### config.mk
export PLATFORM = sky130hd
export DESIGN_NAME = quad_dac_serial_if
export DESIGN_NICKNAME = d
export VERILOG_FILES = /design/src/rtl/qdac_pkg.sv /design/src/rtl/qdac_in_sync.sv /design/src/rtl/qdac_edge.sv /design/src/rtl/qdac_frame_rx.sv /design/src/rtl/qdac_reg_bank.sv /design/src/rtl/quad_dac_serial_if.sv
export SDC_FILE = /design/constraint.sdc
export NUM_CORES = 1
export LEC_CHECK = 0
export BUFFER_PORTS_ARGS = -buffer_cell sky130_fd_sc_hd__buf_2
export CAP_MARGIN = 20
export CORE_ASPECT_RATIO = 1.75
export CORE_UTILIZATION = 58
export CTS_BUF_LIST = sky130_fd_sc_hd__clkbuf_16
export CTS_CLUSTER_DIAMETER = 60
export DETAILED_ROUTE_END_ITERATION = 16
export PLACE_DENSITY = 0.79
export SLEW_MARGIN = 25
export SYNTH_ARGS = -nofsm -noshare
export SYNTH_HDL_FRONTEND = slang
export SYNTH_SLANG_ARGS = --single-unit
### constraint.sdc
create_clock -name clk -period 2.5 [get_ports clk]
set_input_delay 0.25 -clock clk [delete_from_list [all_inputs] [get_ports clk]]
set_output_delay 0.25 -clock clk [all_outputs]
set_load 0.01 [all_outputs]
### src/rtl/qdac_pkg.sv
// Shared constants and types for the quad DAC serial load interface.
// Assumes a fixed 24-bit frame, most significant bit first.
package qdac_pkg;

    localparam int FRAME_BITS = 24;
    localparam int DATA_W     = 16;
    localparam int N_CH       = 4;
    localparam int CH_W       = 2;

    // Load-control field of a frame
    typedef enum logic [1:0] {
        LD_INPUT_ONLY = 2'b00,
        LD_UPDATE_ONE = 2'b01,
        LD_UPDATE_ALL = 2'b10,
        LD_SPARE      = 2'b11
    } ld_mode_e;

    // Frame layout, first-sent bit at the top
    typedef struct packed {
        logic [1:0]        addr;
        ld_mode_e          mode;
        logic [CH_W-1:0]   ch;
        logic              pd;
        logic              unused;
        logic [DATA_W-1:0] data;
    } frame_t;

endpackage

### src/rtl/qdac_in_sync.sv
// Multi-stage synchronizer for a bundle of asynchronous single-bit inputs.
// Each bit is synchronized on its own. Assumes the inputs are slow compared
// with clk, so a bundle skew of one cycle does no harm.
module qdac_in_sync #(
    parameter int             W       = 5,
    parameter int             STAGES  = 2,
    parameter logic [W-1:0]   RST_VAL = '0
) (
    input  logic         clk,
    input  logic         rst_n,
    input  logic [W-1:0] d_i,
    output logic [W-1:0] q_o
);

    logic [W-1:0] chain [STAGES];

    generate
        for (genvar s = 0; s < STAGES; s++) begin : g_stage
            // Shift the inputs one stage deeper each clock
            always_ff @(posedge clk) begin
                if (!rst_n) chain[s] <= RST_VAL;
                else        chain[s] <= (s == 0) ? d_i : chain[(s == 0) ? 0 : s-1];
            end
        end
    endgenerate

    assign q_o = chain[STAGES-1];

endmodule

### src/rtl/qdac_edge.sv
// Single-edge detector on a signal that is already synchronized.
// FALLING selects the detected polarity. The output is a pulse one cycle long.
module qdac_edge #(
    parameter bit FALLING = 1'b0,
    parameter bit RST_VAL = 1'b0
) (
    input  logic clk,
    input  logic rst_n,
    input  logic lvl_i,
    output logic edge_o
);

    logic prev_q;

    // Remember last cycle's level
    always_ff @(posedge clk) begin
        if (!rst_n) prev_q <= RST_VAL;
        else        prev_q <= lvl_i;
    end

    generate
        if (FALLING) begin : g_fall
            assign edge_o = prev_q & ~lvl_i;
        end else begin : g_rise
            assign edge_o = ~prev_q & lvl_i;
        end
    endgenerate

endmodule

### src/rtl/qdac_frame_rx.sv
// Frame receiver: counts falling serial clock edges inside an active frame
// and shifts data in. After the last bit it gives a one-cycle valid pulse
// with the whole word. A strobe release or a port disable drops any partial
// frame. Edges after the last bit are ignored until a new strobe falls.
// Assumes all inputs are synchronized to clk.
module qdac_frame_rx #(
    parameter int FRAME_BITS = 24
) (
    input  logic                  clk,
    input  logic                  rst_n,
    input  logic                  sync_n_i,
    input  logic                  sync_fall_i,
    input  logic                  sclk_fall_i,
    input  logic                  din_i,
    input  logic                  en_off_i,
    output logic                  valid_o,
    output logic [FRAME_BITS-1:0] word_o
);

    localparam int                CNT_W    = $clog2(FRAME_BITS);
    localparam logic [CNT_W-1:0]  LAST_BIT = CNT_W'(FRAME_BITS - 1);

    logic                  active_q;
    logic [CNT_W-1:0]      cnt_q;
    logic [FRAME_BITS-1:0] shift_q;
    logic [FRAME_BITS-1:0] shift_nxt;

    assign shift_nxt = {shift_q[FRAME_BITS-2:0], din_i};

    // Frame state, bit counter, shifter and completed-word register
    always_ff @(posedge clk) begin
        if (!rst_n) begin
            active_q <= 1'b0;
            cnt_q    <= '0;
            shift_q  <= '0;
            valid_o  <= 1'b0;
            word_o   <= '0;
        end else begin
            valid_o <= 1'b0;
            if (en_off_i || sync_n_i) begin
                active_q <= 1'b0;
                cnt_q    <= '0;
            end else if (sync_fall_i) begin
                active_q <= 1'b1;
                cnt_q    <= '0;
            end else if (active_q && sclk_fall_i) begin
                shift_q <= shift_nxt;
                if (cnt_q == LAST_BIT) begin
                    valid_o  <= 1'b1;
                    word_o   <= shift_nxt;
                    active_q <= 1'b0;
                end else begin
                    cnt_q <= cnt_q + 1'b1;
                end
            end
        end
    end

endmodule

### src/rtl/qdac_reg_bank.sv
// Double-buffered channel registers: input registers are written by frames
// and DAC registers are updated by the frame's load-control field or by the
// load strobe. When a frame and the strobe land in the same cycle, the strobe
// copies the input values that already include that frame's write.
module qdac_reg_bank
    import qdac_pkg::*;
#(
    parameter int NCH = N_CH,
    parameter int DW  = DATA_W
) (
    input  logic              clk,
    input  logic              rst_n,
    input  logic              valid_i,
    input  frame_t            frame_i,
    input  logic [1:0]        strap_i,
    input  logic              load_i,
    output logic [NCH*DW-1:0] in_flat_o,
    output logic [NCH*DW-1:0] dac_flat_o,
    output logic [NCH-1:0]    pd_o
);

    logic          hit;
    logic [NCH-1:0] sel;

    assign hit = valid_i && (frame_i.addr == strap_i);

    generate
        for (genvar k = 0; k < NCH; k++) begin : g_ch
            logic [DW-1:0] in_q, in_nxt, dac_q;
            logic          dac_upd;

            assign sel[k]  = hit && (frame_i.ch == CH_W'(k));
            assign in_nxt  = sel[k] ? frame_i.data : in_q;
            assign dac_upd = load_i
                          || (hit && frame_i.mode == LD_UPDATE_ALL)
                          || (sel[k] && frame_i.mode == LD_UPDATE_ONE);

            // Channel input register, DAC register and power-down flag
            always_ff @(posedge clk) begin
                if (!rst_n) begin
                    in_q     <= '0;
                    dac_q    <= '0;
                    pd_o[k]  <= 1'b0;
                end else begin
                    in_q <= in_nxt;
                    if (dac_upd) dac_q   <= in_nxt;
                    if (sel[k])  pd_o[k] <= frame_i.pd;
                end
            end

            assign in_flat_o[k*DW +: DW]  = in_q;
            assign dac_flat_o[k*DW +: DW] = dac_q;
        end
    endgenerate

endmodule

### src/rtl/quad_dac_serial_if.sv
// Top level of the quad DAC serial load interface. It synchronizes the link
// pins, detects the edges it needs, receives frames and updates the channel
// register bank. Assumes clk is at least 4x the serial clock and that the
// address straps are static.
module quad_dac_serial_if
    import qdac_pkg::*;
(
    input  logic                   clk,
    input  logic                   rst_n,
    input  logic                   sync_n_i,
    input  logic                   sclk_i,
    input  logic                   din_i,
    input  logic                   en_n_i,
    input  logic                   ldac_i,
    input  logic [1:0]             addr_strap_i,
    output logic [N_CH*DATA_W-1:0] dac_val_o,
    output logic [N_CH-1:0]        pd_o
);

    localparam int PIN_W = 5;
    // Bundle order: {en_n, ldac, din, sclk, sync_n}
    localparam logic [PIN_W-1:0] PIN_IDLE = 5'b10011;

    logic [PIN_W-1:0]      pins_s;
    logic                  sync_n_s, sclk_s, din_s, ldac_s, en_off_s;
    logic                  sync_fall, sclk_fall, ldac_rise;
    logic                  frame_valid;
    logic [FRAME_BITS-1:0] frame_word;
    logic [N_CH*DATA_W-1:0] in_flat;

    qdac_in_sync #(.W(PIN_W), .STAGES(2), .RST_VAL(PIN_IDLE)) u_sync (
        .clk   (clk),
        .rst_n (rst_n),
        .d_i   ({en_n_i, ldac_i, din_i, sclk_i, sync_n_i}),
        .q_o   (pins_s)
    );

    assign {en_off_s, ldac_s, din_s, sclk_s, sync_n_s} = pins_s;

    qdac_edge #(.FALLING(1'b1), .RST_VAL(1'b1)) u_sync_edge (
        .clk (clk), .rst_n (rst_n), .lvl_i (sync_n_s), .edge_o (sync_fall)
    );

    qdac_edge #(.FALLING(1'b1), .RST_VAL(1'b1)) u_sclk_edge (
        .clk (clk), .rst_n (rst_n), .lvl_i (sclk_s), .edge_o (sclk_fall)
    );

    qdac_edge #(.FALLING(1'b0), .RST_VAL(1'b0)) u_ldac_edge (
        .clk (clk), .rst_n (rst_n), .lvl_i (ldac_s), .edge_o (ldac_rise)
    );

    qdac_frame_rx #(.FRAME_BITS(FRAME_BITS)) u_rx (
        .clk         (clk),
        .rst_n       (rst_n),
        .sync_n_i    (sync_n_s),
        .sync_fall_i (sync_fall),
        .sclk_fall_i (sclk_fall),
        .din_i       (din_s),
        .en_off_i    (en_off_s),
        .valid_o     (frame_valid),
        .word_o      (frame_word)
    );

    qdac_reg_bank #(.NCH(N_CH), .DW(DATA_W)) u_bank (
        .clk        (clk),
        .rst_n      (rst_n),
        .valid_i    (frame_valid),
        .frame_i    (frame_t'(frame_word)),
        .strap_i    (addr_strap_i),
        .load_i     (ldac_rise),
        .in_flat_o  (in_flat),
        .dac_flat_o (dac_val_o),
        .pd_o       (pd_o)
    );

endmodule

# --- Yosys cells after proc, flatten, opt, wreduce, memory -nomap -nowiden ---
# Memory sizes are Yosys's and may differ from the RTL's.
# Index checks and enable logic that the tools add are counted.
classes:
  n_eq_ne: 7
  div_mod_pow: 0
  n_addsub: 1
  shift: 0
  n_reduce_logical: 27
  n_bitwise: 13
  multipliers: 0
  n_mux: 12
  n_lt_le_gt_ge: 0
ops:
  columns: ["op", "count"]
  rows:
  - ["2-to-1 mux 16 bit", 4]
  - ["logical AND 1 bit", 11]
  - ["2-to-1 mux 5 bit", 2]
  - ["NOT 1 bit", 8]
  - ["== test 2 bit (second input constant)", 3]
  - ["logical OR 1 bit", 6]
  - ["2-to-1 mux 1 bit", 6]
  - ["adder 5 x 1 -> 5 bit (second input constant)", 1]
  - ["== test 5 bit (second input constant)", 1]
  - ["== test 2 x 1 -> 1 bit (second input constant)", 2]
  - ["AND reduction 2 bit", 2]
  - ["AND reduction 4 bit", 1]
  - ["nonzero test 2 bit", 2]
  - ["OR reduction 4 bit", 1]
  - ["bitwise AND 1 bit", 3]
  - ["AND reduction 3 bit", 1]
  - ["OR reduction 3 bit", 1]
  - ["== test 2 bit", 1]
  - ["logical NOT 2 bit", 1]
  - ["bitwise OR 1 bit", 2]
  - ["OR reduction 2 bit", 1]
word_totals:
  romBits: 0
  latchBits: 0
  out_inout_bits: 68
  memories: 1
  ramBits: 10
  in_bits: 9
  register_bits: 189
memory_table:
  columns: ["name", "words", "width", "read_ports", "rd_clocked_by_memory_dff", "write_ports", "line", "rtl"]
  rows:
  - ["u_sync.chain", 2, 5, 2, 0, 2, "qdac_in_sync.sv:15", "logic [W-1:0] chain [STAGES];"]

# --- Depth between registers and ports, before layout ---
# Gate-level depths: netlist of the first run.
logic_depth:
  depth_word: 5
  ltp_mapped: 7

# --- By module ---
# A second synthesis of the first run with hierarchy kept.
hier_totals:
  hier_cells: 736
  area_unflattened_um2: 7526.0
modules_own_cells:
  columns: ["module", "cells_per_inst", "instances", "seq_area_each_um2", "area_each_um2"]
  rows:
  - ["qdac_reg_bank", 462, 1, 2642.5, 4963.5]
  - ["qdac_frame_rx", 245, 1, 1081.0, 2194.6]
  - ["qdac_in_sync", 20, 1, 200.2, 262.8]
  - ["qdac_edge (u_sclk_edge ...)", 3, 2, 20.0, 32.5]
  - ["qdac_edge (u_ldac_edge)", 3, 1, 20.0, 40.0]

# --- Least setup slack after synthesis of the first run ---
# No wires, ideal clock.
synth_path:
  path_type: "register to register"
  from: "reg u_rx.word_o[19]"
  to: "reg u_bank.g_ch[0].dac_q[4]"
  t_required_ns: 2.376
  setup_time_ns: 0.124
  n_path_buf: 3
  path_stages_with_launch: 8
  period_less_slack_ns: 2.002
  arrival_time_ns: 1.878
  slack_ns: 0.498
  cell_sequence: "dfxtp_1 -> buf_6 -> or4b_4 -> a2111oi_4 -> or2_1 -> buf_4 -> buf_6 -> a21oi_1"
synth_via:
  elab_chain_cells: 4
  elab_cells_between_ends: 5
  cone_classes: "mux: 1; reduce/logical: 4"
synth_lines:
  columns: ["element", "line", "rtl"]
  rows:
  - ["start, declared", "qdac_frame_rx.sv:17", "output logic [FRAME_BITS-1:0] word_o"]
  - ["start signal, assigned", "qdac_frame_rx.sv:50", "word_o <= shift_nxt;"]
  - ["logical NOT 2 bit (*)", "qdac_reg_bank.sv:32", "assign sel[k] = hit && (frame_i.ch == CH_W'(k));"]
  - ["logical AND 1 bit (*)", "qdac_reg_bank.sv:32", null]
  - ["logical AND 1 bit", "qdac_reg_bank.sv:36", "|| (sel[k] && frame_i.mode == LD_UPDATE_ONE);"]
  - ["logical OR 1 bit", "qdac_reg_bank.sv:36", null]
  - ["end signal, assigned", "qdac_reg_bank.sv:46", "if (dac_upd) dac_q <= in_nxt;"]
  - ["end, declared", "qdac_reg_bank.sv:29", "logic [DW-1:0] in_q, in_nxt, dac_q;"]
# Every way passes the cells marked *; elsewhere a longest branch is shown, timed or not.
# A chain may end at the register's enable or synchronous reset.

# --- Worst setup path in the final report of the first run ---
layout_path:
  from: "reg u_rx.word_o[23]"
  to: "reg u_bank.g_ch[0].dac_q[4]"
layout_via:
  elab_chain_cells: 5
  elab_cells_between_ends: 8
  cone_classes: "eq/ne: 1; mux: 1; reduce/logical: 6"
layout_lines:
  columns: ["element", "line", "rtl"]
  rows:
  - ["== test 2 bit (*)", "qdac_reg_bank.sv:25", "assign hit = valid_i && (frame_i.addr == strap_i);"]
  - ["logical AND 1 bit (*)", "qdac_reg_bank.sv:25", null]
  - ["logical AND 1 bit, on equally long branches", "qdac_reg_bank.sv:35, qdac_reg_bank.sv:32", null]
  - ["logical OR 1 bit or logical AND 1 bit (tied branches)", "qdac_reg_bank.sv:35, qdac_reg_bank.sv:36", null]
  - ["logical OR 1 bit", "qdac_reg_bank.sv:36", null]
# Marked as above.

==> summary.txt, run 1 <==
Synthesis
  – Ys Warns: 0
  – Syn_area_per_cell: 10.1 um2
  – Synthesized area: 7320 um2
  – Register area share after synthesis: 54.2%
  – Cells after synthesis: 728
  – Mux cell area share after synthesis: 9.30%
  – Post-Syn Nets: 738
  – Seq cells post-synth: 198
  – Largest family of logic cells by synthesized area: compound AO/OA/AOI/OAI gates
  – Synth Area in Compound Gates: 17.2%
  – Xor/xnor share of the synthesized area: 0.479%
  – Simple-Gate Fraction of Synth Area: 14.9%
  – Post-synthesis adder-cell area fraction: 0.171%
  – Distinct cells, synth: 37

STA
  – RSZ-0062 raised after global routing: no
  – Slew Viols, Final: 0
  – Min Clock Period, post-route: 2.26 ns
  – Clock Skew: 0.0117 ns
  – Setup Viol. Count Final: 0
  – Hold Vio Cnt, Final: 0
  – Fin Setup TNS: 0 ns
  – Worst setup slack after layout: 0.238 ns
  – Actual slew at the worst max-slew pin: 1.05 ns
  – Tcrit/Tclk final: 90.5%
  – Peak Freq: 0.442 GHz
  – Worst relative slew slack: 29.5%

Placement
  – Buffers on Ports: 76
  – Dpl cells: 921
  – Setup WS pre-CTS: 0.204 ns
  – Post-DP HPWL: 10.7 mm
  – Routability cong.: 0.828

Finish
  – # diodes: 0
  – Nets: 786
  – Reg area: 3960 um2
  – Multi-input gate area: 3110 um2
  – Final std cells w/o fill: 954
  – Area Growth Syn to Fin: 14.3%
  – Filler Cell Count: 944
  – Share of layout cells above drive strength 1: 16.3%

Power
  – Switching power: 1.41 mW
  – Combinational power share: 4.1%
  – Net Sw Frac: 23.0%
  – Seq pwr share: 52.9%
  – P_leak: 3.28 nW
  – PwrDens: 733 nW/um2
  – Total power: 6.13 mW
  – Worst vdd ir: 0.549 mV
  – P_int: 4.72 mW
  – Power share of the clock group: 42.9%

Min path
  – Hold Crit Depth: 2
  – Hold Path Class: input pin to flop

Floorplanning
  – Chip height: 151 um
  – Initial Utilization: 60.3%
  – Core Region: 12,100 um2
  – Site row count: 53
  – Die area: 13,100 um2
  – Die Wd: 86.9 um
  – Boundary pin count: 77

Clock network
  – Num CTS Buffers: 17
  – Post-CTS setup buffers: 0
  – Clk_lat worst skew: 0.43 ns
  – Post_cts resized: 0
  – H-tree Lvls: 4
  – Register clock-pin slew on the reported worst setup and hold paths: 0.07 ns
  – CTS sink count: 198
  – CTS tree: yes
  – Clock buffer depth: 2
  – Root buffer cell: clkbuf_16

Drt
  – Via count: 5,397
  – WL final: 16.4 mm
  – Initial drt markers: 337
  – # DRC: 0
  – DR vias/cell: 5.66
  – DR WL/cell: 17.2 um
  – ANT nets after route: 0
  – TritonRoute pass-1 iters: 7

Setup path
  – Arrival time worst endpoint: 2.55 ns
  – Crit-path cells: xor2_1 > or4b_1 > buf_4 > mux2i_1 > a21oi_1
  – CP peak stage delay: 0.83 ns
  – Worst setup path class: flop to flop
  – CP required: 2.78 ns
  – Crit. End Element: flop
  – Slowest cell on crit path: xor2_1
  – Setup crit start kind: flop
  – Cells on worst reg2reg path: 5
  – Crit-path max FO: 17

Global routing
  – First-pass GRT wire length: 26.1 mm
  – Global route overflow: 0
  – Vias in the first global route: 5,207
  – Antenna violations before repair: 0
  – Largest net degree at the start of global routing: 149
  – Total global-route track usage: 26.3%

Run
  – Max-Cap Viols: 0

Run status
  – Status: complete, no violations
[cell families after synthesis]
| logic type | count (synthesis) |
|---|---|
| AOI/OAI and AO/OA | 185 |
| xor gates and xnor gates | 4 |
| adders and majority gates | 1 |
| buffers and inverters | 62 |
| DFF | 198 |
| muxes | 68 |
| and+or+nand+nor | 210 |
[Yosys cell counts (all sizes together)]
cell / n / area share, %
dfxtp: 198 / 54
nand2: 95 / 4.9
nor2b: 69 / 5.9
a21oi: 68 / 4.7
mux2i: 68 / 9.3
o31ai: 64 / 6.6
a21boi: 46 / 4.7
clkbuf: 42 / 2.2
buf: 19 / 1.6
nand2b: 9 / 0.77
and2: 7 / 0.60
nor3: 5 / 0.34
a2111oi: 4 / 0.99
nor2: 4 / 0.21
or2: 4 / 0.34
nand3: 3 / 0.21
nand3b: 3 / 0.31
xor2: 3 / 0.36
nand4bb: 2 / 0.31
o21ai: 2 / 0.14
or4b: 2 / 0.32
a311oi: 1 / 0.12
and3: 1 / 0.086
and3b: 1 / 0.12
and4b: 1 / 0.14
ha: 1 / 0.17
inv: 1 / 0.051
nand4: 1 / 0.086
nand4b: 1 / 0.12
or3: 1 / 0.086
or4: 1 / 0.10
xnor2: 1 / 0.12
[sequential cells by signal, indices dropped and copies added (netlist names)]
signal / flops
u_sync.chain: 10
u_rx.active_q: 1
u_rx.cnt_q: 5
u_ldac_edge.prev_q: 1
u_rx.word_o: 23
u_bank.g_ch.in_q: 64
u_rx.shift_q: 23
u_bank.pd_o: 4
u_bank.g_ch.dac_q: 64
u_sclk_edge.prev_q: 1
u_sync_edge.prev_q: 1
u_rx.valid_o: 1
[final timing paths]
path / start / end / slack, ns
setup / recovery: u_rx.word_o[23]$_SDFFE_PN0P_ / u_bank.g_ch[0].dac_q[4]$_SDFFE_PN0P_ / 0.24
hold / removal: sclk_i / u_sync.chain[0][1]$_SDFF_PN1_ / 0.02
setup reg to reg: u_rx.word_o[23]$_SDFFE_PN0P_ / u_bank.g_ch[0].dac_q[4]$_SDFFE_PN0P_ / 0.24
hold reg to reg: u_sync.chain[0][4]$_SDFF_PN1_ / u_sync.chain[1][4]$_SDFF_PN1_ / 0.42
[area by class of cell]
| class | instances | share of cell area, % |
|---|---|---|
| Clock inverter | 15 | 1.75 |
| Multi-Input combinational cell | 468 | 37.2 |
| Sequential cell | 198 | 47.4 |
| Inverter | 1 | 0.0449 |
| Tap cell | 165 | 2.47 |
| Clock buffer | 17 | 5.09 |
| Timing Repair Buffer | 90 | 6.02 |
[cell usage in the layout (no fill, tap or decap), types with 2 or more instances in the layout]
master	synthesis	layout
nor2b_1	69	68
a2111oi_4	1	2
clkinvlp_4	0	3
nand2_1	95	95
inv_1	1	2
nand4bb_1	2	2
xor2_1	3	3
clkinv_2	0	2
o31ai_1	64	64
a2111oi_2	3	2
a21oi_1	68	68
nor3_2	0	3
nand3b_1	3	3
nand2b_1	9	9
clkbuf_16	0	17
nor2_1	4	4
and2_1	7	7
dfxtp_1	198	198
nor3_1	5	2
a21boi_0	33	33
a21boi_1	13	13
buf_4	3	13
nand3_1	3	3
or2_1	4	4
inv_6	0	5
mux2i_1	68	68
o21ai_0	2	2
buf_2	14	75
[power groups by stage]
| stage | Combinational [mW] | Clock, mW | Sequential, mW |
|---|---|---|---|
| 6_report | 0.253 | 2.63 | 3.24 |
| 5_1_grt | 0.275 | 2.80 | 3.25 |
| 4_1_cts | 0.254 | 2.66 | 3.24 |
| 3_5_place_dp | 0.251 | 0 | 3.31 |
| 3_3_place_gp | 0.245 | 0 | 3.31 |
| 2_1_floorplan | 0.145 | 0 | 3.33 |
[critical path: cells and delay by family, from the launching register on]
kind / cells / cell delay, ns
XOR/XNOR: 1 / 0.83
flip-flops: 1 / 0.35
buffers and inverters: 1 / 0.30
multiplexers: 1 / 0.30
AND/OR/NAND/NOR: 1 / 0.24
AO/OA/AOI/OAI: 1 / 0.10
[layer usage]
metal	vias to the layer above	share of wire (%)	global-route usage [%]	wire (um)
met5	-	0	0	0
met4	0	3.8	12.9	626
met3	36	3.7	5.65	610
met2	135	53	46.1	8670
met1	2609	40	29.8	6500
li1	2617	-	-	-
[per-stage QoR]
stage	hold slack (ns)	area, um2	util, %
3_3_place_gp	0.389	7780	64.1
3_5_place_dp	0.407	7780	64.1
4_1_cts	0.0105	8360	68.9
5_1_grt	0.0122	8360	68.9
2_1_floorplan	0.351	7320	-
6_report	0.0215	8360	68.9
[what timing repair did]
| action | CTS | global route |
|---|---|---|
| hold buffers | 1 | 0 |
| hold endpoints to repair | 1 | 0 |
| setup endpoints to repair | 0 | 0 |
(Power assumes the default switching activity.)
==> inputs of run 2 (changes only) <==
Settings changed: CORE_MARGIN from default to 4.
==> summary.txt, run 2 (same netlist as run 1, synthesis figures left out) <==
Run status
  – Status: complete, no violations

Setup path
  – Arrival time worst endpoint: 2.55 ns (about the same)
  – Reg-to-reg critical path endpoint: u_bank.g_ch[0].dac_q[0]$_SDFFE_PN0P_
  – Crit. End Element: flop
  – Slowest cell on crit path: xor2_1
  – Crit-path max FO: 17 (unchanged)
  – CP required: 2.78 ns (about the same)
  – R2R setup slack: 0.23 ns (about the same)
  – Setup crit start kind: flop
  – Cells on worst reg2reg path: 5 (unchanged)
  – Worst setup path class: flop to flop
  – Reg-to-Reg Start: u_rx.word_o[22]$_SDFFE_PN0P_
  – Crit-path cells: xor2_1 > or4b_1 > buf_4 > mux2i_1 > a21oi_1
  – CP peak stage delay: 0.84 ns (about the same)

Clock network
  – CTS sink count: 198 (unchanged)
  – Post_cts resized: 0 (unchanged)
  – CTS tree: yes
  – Num CTS Buffers: 17 (unchanged)
  – Clk_lat worst skew: 0.43 ns (about the same)
  – H-tree Lvls: 4 (unchanged)
  – Clock buffer depth: 2 (unchanged)
  – Root buffer cell: clkbuf_16
  – Register clock-pin slew on the reported worst setup and hold paths: 0.07 ns (about the same)

STA
  – Actual slew at the worst max-slew pin: 1.07 ns (+0.0135 ns)
  – Worst relative slew slack: 28.6% (-0.90 points)
  – RSZ-0062 raised after global routing: no
  – Final hold slack: 0.0167 ns (-0.00481 ns)
  – Min Clock Period, post-route: 2.27 ns (+0.00564 ns)
  – Peak Freq: 0.441 GHz (-0.25%)
  – Fin Setup TNS: 0 ns (unchanged)
  – Slew Viols, Final: 0 (unchanged)
  – Clock Skew: 0.00788 ns (-0.00378 ns)
  – Tcrit/Tclk final: 90.7% (+0.23 points)
  – Worst setup slack after layout: 0.232 ns (-0.00564 ns)
  – Hold Vio Cnt, Final: 0 (unchanged)
  – Setup Viol. Count Final: 0 (unchanged)

Finish
  – Nets: 789 (+0.38%)
  – Top flop regs: u_bank.g_ch.dac_q: 64 flops, u_bank.g_ch.in_q: 64 flops
  – Most frequent cells in the layout: dfxtp_1 (198), nand2_1 (95), buf_2 (75)
  – Share of layout cells above drive strength 1: 16.8% (+0.44 points)
  – Commonest non-fill, non-tap cell in the layout: dfxtp_1
  – # diodes: 0 (unchanged)
  – Area Growth Syn to Fin: 15.0%

Placement
  – Setup WS pre-CTS: 0.192 ns (-0.0125 ns)
  – Buffers on Ports: 76 (unchanged)
  – Routability cong.: 0.789 (-4.6%)
  – Post-DP HPWL: 11.2 mm (+4.7%)

Drt
  – # DRC: 0 (unchanged)
  – ANT nets after route: 0 (unchanged)
  – Via count: 5,427 (+0.56%)
  – Initial drt markers: 298 (-12%)
  – DR vias/cell: 5.65 (about the same)
  – TritonRoute pass-1 iters: 4 (-3)
  – DR WL/cell: 17.6 um (+2.5%)
  – WL final: 16.9 mm (+3.1%)

Power
  – PwrDens: 735 nW/um2 (+0.33%)
  – Worst vdd ir: 0.519 mV (-5.6%)
  – P_leak: 3.30 nW (+0.77%)
  – Total power: 6.19 mW (+0.96%)

Global routing
  – Largest net degree at the start of global routing: 134 (-10%)
  – Global route overflow: 0 (unchanged)
  – Vias in the first global route: 5,372 (+3.2%)
  – Antenna violations before repair: 0 (unchanged)
  – First-pass GRT wire length: 27.5 mm (+5.2%)
  – Total global-route track usage: 24.0% (-2.3 points)

Floorplanning
  – Core Region: 12,400 um2 (+2.4%)
  – Boundary pin count: 77 (unchanged)
  – Chip height: 157 um (+4.0%)
  – Die area: 14,500 um2 (+11%)
  – Die Wd: 92.9 um (+6.9%)
  – Initial Utilization: 58.9% (-1.4 points)
  – Site row count: 54 (+1.9%)

Min path
  – Hold EP: u_sync.chain[0][4]$_SDFF_PN1_
  – Hold Path Origin: en_n_i
  – Hold Crit Depth: 2 (unchanged)
  – Hold Path Class: input pin to flop

Run
  – Max-Cap Viols: 0 (unchanged)
## run 2: cell count changes in the layout (fill, tap and decap cells not counted)
cell	previous run	this run
buf_4	13	15
clkinv_2	2	1
clkinv_4	1	4
clkinvlp_4	3	1
dlygate4sd3_1	1	2
inv_1	2	1
inv_6	5	4
inv_8	1	3
xor2_1	3	2
xor2_2	0	1
## run 2: power by group
part | leakage [nW] | total [mW] | internal, mW | switching (mW)
logic | 1.41 | 0.257 | 0.112 | 0.145
registers | 1.60 | 3.24 | 3.21 | 0.0334
clock network | 0.287 | 2.68 | 1.42 | 1.26
total | 3.30 | 6.19 | 4.74 | 1.44
## run 2: area by class of cell
class	instances	area, um2
fill	960	4020
sequential	198	3960
multi-input combinational	468	3120
timing repair buffer	93	528
clock buffer	17	425
tap	168	210
clock inverter	15	163
inverter	1	3.75
## run 2: timing repair
action / 4_1_cts / 5_1_grt
hold endpoints to repair: 2 / 0
setup buffers: 0 / 0
hold buffers: 2 / 0
## run 2: worst max-delay path, delay by kind of cell (launching register included)
kind                   cells  cell delay [ns]
XOR/XNOR                   1             0.84
multiplexers               1             0.30
buffers and inverters      1             0.30
AND/OR/NAND/NOR            1             0.24
AO/OA/AOI/OAI              1             0.10
flip-flops                 1             0.35
## run 2: metal layers
| metal | track usage, % | routed length [um] |
|---|---|---|
| met5 | 0 | 0 |
| met4 | 11.2 | 559 |
| met3 | 3.90 | 717 |
| met2 | 43.1 | 9020 |
| met1 | 27.7 | 6620 |
## run 2: how the worst max path moves through the flow
stage	from	endpoint	slack (ns)	cells past startpoint
2_1_floorplan	u_rx.word_o[19]$_SDFFE_PN0P_	u_bank.g_ch[0].dac_q[4]$_SDFFE_PN0P_	0.50	7
3_3_place_gp	addr_strap_i[1]	u_bank.g_ch[0].dac_q[4]$_SDFFE_PN0P_	0.32	6
3_5_place_dp	u_rx.word_o[23]$_SDFFE_PN0P_	u_bank.g_ch[0].dac_q[13]$_SDFFE_PN0P_	0.19	5
4_1_cts	u_rx.word_o[23]$_SDFFE_PN0P_	u_bank.g_ch[0].dac_q[13]$_SDFFE_PN0P_	0.18	5
5_1_grt	u_rx.word_o[22]$_SDFFE_PN0P_	u_bank.g_ch[0].dac_q[0]$_SDFFE_PN0P_	0.09	5
6_report	u_rx.word_o[22]$_SDFFE_PN0P_	u_bank.g_ch[0].dac_q[0]$_SDFFE_PN0P_	0.23	5
## run 2: stage by stage
step | utilization, % | cell area (um2) | cells
2_1_floorplan | - | 7320 | 728
3_3_place_gp | 62.7 | 7800 | 926
3_5_place_dp | 62.7 | 7800 | 926
4_1_cts | 67.6 | 8410 | 960
5_1_grt | 67.7 | 8410 | 960
6_report | 67.7 | 8410 | 960
==> inputs of run 3 (changes only) <==
Settings changed: ABC_AREA from default to 1, CAP_MARGIN 20 to default, CORE_UTILIZATION 58 to 59.
==> summary.txt, run 3 <==
Run status
  – Status: complete, no violations

Synthesis
  – Ys Warns: 0 (unchanged)
  – Synthesized area: 8110 um2 (+11%)
  – Largest cells by area after synthesis: dfxtp_1 (49%), nand4_1 (9.9%), nand2_1 (9.7%)
  – Post-Syn Nets: 1,080 (+46%)
  – Register area share after synthesis: 48.9% (-5.3 points)
  – Post-synth EDFFs: 0 (unchanged)
  – Asr flop ratio synth: 0% (unchanged)
  – Seq cells post-synth: 198 (unchanged)
  – Top-area cell type share of the netlist area: 48.9% (-5.3 points)
  – Cells after synthesis: 1,070 (+47%)
  – Syn_area_per_cell: 7.58 um2 (-25%)
  – Primary FF master, synth: dfxtp_1
  – Post-synth top cells: nand2_1 (210), dfxtp_1 (198), nor2_1 (168)
  – Most frequent cell after synthesis: nand2_1
  – Yosys top cell by area: dfxtp_1
  – Distinct cells, synth: 25 (-32%)

STA
  – Peak Freq: 0.527 GHz (+20%)
  – Fin Setup TNS: 0 ns (unchanged)
  – Slew Viols, Final: 0 (unchanged)
  – Min Clock Period, post-route: 1.90 ns (-0.371 ns)
  – RSZ-0062 raised after global routing: no
  – Setup Viol. Count Final: 0 (unchanged)
  – Actual slew at the worst max-slew pin: 0.776 ns (-0.292 ns)
  – Hold Vio Cnt, Final: 0 (unchanged)
  – Clock Skew: 0.0131 ns (+0.00524 ns)
  – Tcrit/Tclk final: 75.9% (-15 points)
  – Worst relative slew slack: 48.2% (+20 points)

Min path
  – Hold Crit Depth: 3 (+1)
  – Hold Path Class: input pin to flop
  – Hold Path Origin: rst_n
  – Hold EP: u_sclk_edge.prev_q$_SDFF_PN1_

Finish
  – Nets: 1,127 (+43%)
  – # diodes: 0 (unchanged)
  – Share of layout cells above drive strength 1: 14.2% (-2.5 points)
  – Top flop regs: u_bank.g_ch.dac_q: 64 flops, u_bank.g_ch.in_q: 64 flops
  – Commonest non-fill, non-tap cell in the layout: nand2_1
  – Most frequent cells in the layout: nand2_1 (209), dfxtp_1 (198), nor2_1 (167)
  – Area Growth Syn to Fin: 12.9%
  – Final std cells w/o fill: 1,304 (+36%)

Setup path
  – Reg-to-reg critical path endpoint: u_bank.g_ch[2].dac_q[9]$_SDFFE_PN0P_
  – Slowest cell on crit path: dfxtp_1
  – Crit-path max FO: 73 (+56)
  – Arrival time worst endpoint: 2.23 ns (-0.32 ns)
  – CP peak stage delay: 0.42 ns (-0.42 ns)
  – Worst setup path class: flop to flop
  – Crit-path cells: xnor2_4 > buf_12 > nand3_2 > nand2_1 > nand2_1 > nor2_1 > nor2_1
  – Crit. End Element: flop
  – CP required: 2.83 ns (+0.05 ns)
  – R2R setup slack: 0.60 ns (+0.37 ns)
  – Setup crit start kind: flop
  – Reg-to-Reg Start: u_rx.word_o[23]$_SDFFE_PN0P_
  – Cells on worst reg2reg path: 7 (+2)

Drt
  – DR WL/cell: 14.6 um (-17%)
  – Via count: 7,119 (+31%)
  – TritonRoute pass-1 iters: 6 (+2)
  – # DRC: 0 (unchanged)
  – Initial drt markers: 604 (+100%)
  – WL final: 19.1 mm (+13%)
  – DR vias/cell: 5.46 (-3.4%)
  – ANT nets after route: 0 (unchanged)

Global routing
  – Vias in the first global route: 6,513 (+21%)
  – Largest net degree at the start of global routing: 105 (-22%)
  – Antenna violations before repair: 0 (unchanged)
  – Total global-route track usage: 24.1% (about the same)
  – Global route overflow: 0 (unchanged)
  – First-pass GRT wire length: 31.1 mm (+13%)

Clock network
  – CTS sink count: 198 (unchanged)
  – Clk_lat worst skew: 0.44 ns (about the same)
  – CTS tree: yes
  – Register clock-pin slew on the reported worst setup and hold paths: 0.07 ns (about the same)
  – Clock buffer depth: 2 (unchanged)
  – Root buffer cell: clkbuf_16
  – H-tree Lvls: 4 (unchanged)
  – Num CTS Buffers: 17 (unchanged)

Power
  – Worst vdd ir: 0.545 mV (+5.0%)
  – P_leak: 4.43 nW (+34%)
  – Total power: 6.33 mW (+2.3%)
  – PwrDens: 691 nW/um2 (-6.0%)

Placement
  – Buffers on Ports: 76 (unchanged)
  – Post-DP HPWL: 12.2 mm (+9.5%)
  – Dpl cells: 1,267 (+37%)
  – Routability cong.: 0.841 (+6.5%)

Floorplanning
  – Initial Utilization: 60.2% (+1.4 points)
  – Die Wd: 96.6 um (+4.0%)
  – Core Region: 13,500 um2 (+8.2%)
  – Chip height: 163 um (+4.1%)
  – Boundary pin count: 77 (unchanged)
  – Die area: 15,800 um2 (+8.3%)
  – Site row count: 56 (+3.7%)

Run
  – Max-Cap Viols: 0 (unchanged)
==> run 3: cell types whose count changed in the layout (fill, tap and decap cells not counted), moves of 68 or more <==
cell     before  now
nor2b_1      68    0
nor2_1        4  167
mux2i_1      68    0
nand4_1       1  128
nand2_1      95  209
inv_1         1  108
==> run 3: logic make-up (layout without fill, tap and decap cells) <==
family / Yosys count / count (layout) / share of synthesized area (%)
compound gates: 147 / 147 / 9.65
simple gates: 536 / 536 / 30.5
fa+ha+maj: 1 / 1 / 0.154
xor+xnor: 2 / 2 / 0.448
flops: 198 / 198 / 48.9
buf+inv: 186 / 246 / 10.3
==> run 3: critical path, delay by kind of cell, from the launching register on <==
kind	cells	cell delay, ns
flops	1	0.42
simple gates	5	0.87
xor+xnor	1	0.15
buf+inv	1	0.30
==> run 3: per-stage QoR <==
| step | hold WS (ns) | util, % | worst slack, ns | cell area (um2) |
|---|---|---|---|---|
| after floorplan | 0.348 | - | 0.933 | 8110 |
| final | 0.264 | 68.0 | 0.603 | 9150 |
| after global routing | 0.360 | 68.0 | 0.420 | 9150 |
| after global placement | 0.393 | 63.2 | 0.653 | 8510 |
| after detailed placement | 0.401 | 63.2 | 0.646 | 8510 |
| after CTS | 0.000940 | 67.9 | 0.634 | 9140 |
==> run 3: layer usage <==
metal  track usage [%]  routed length [um]  vias up
met5                 0                   0        -
met4              11.4                 673        0
met3              4.10                 974       55
met2              43.7                9970      228
met1              27.3                7440     3221
li1                  -                   -     3615
==> run 3: where the power goes <==
group          switching [mW]  internal [mW]  total, mW
logic                   0.213          0.128      0.341
clock network            1.25           1.50       2.75
registers              0.0278           3.21       3.24
==> run 3: worst max-delay path by stage <==
stage,startpoint,to,slack (ns),depth (start not counted)
3_5_place_dp,addr_strap_i[0],u_bank.g_ch[3].dac_q[15]$_SDFFE_PN0P_,0.65,11
3_3_place_gp,addr_strap_i[0],u_bank.g_ch[2].dac_q[9]$_SDFFE_PN0P_,0.65,11
2_1_floorplan,u_rx.cnt_q[0]$_SDFFE_PP0P_,u_rx.word_o[21]$_SDFFE_PN0P_,0.93,9
6_report,u_rx.word_o[23]$_SDFFE_PN0P_,u_bank.g_ch[2].dac_q[9]$_SDFFE_PN0P_,0.60,7
4_1_cts,u_rx.word_o[23]$_SDFFE_PN0P_,u_bank.g_ch[1].dac_q[6]$_SDFFE_PN0P_,0.63,7
5_1_grt,u_rx.cnt_q[0]$_SDFFE_PP0P_,u_rx.word_o[21]$_SDFFE_PN0P_,0.42,9
==> run 3: cell type report <==
cell class                 instances  area (um2)
fill                            1159        4300
inverter                         114         428
multi-input combinational        686        3310
timing repair buffer             100         636
clock inverter                    15         169
clock buffer                      17         425
tap                              174         218
sequential                       198        3960
==> run 3: what timing repair did <==
| action | in CTS | in global routing |
|---|---|---|
| hold buffers | 4 | 1 |
| resized for setup | 0 | 0 |
| endpoints found under the hold margin | 4 | 1 |
| buffers inserted | 0 | 0 |
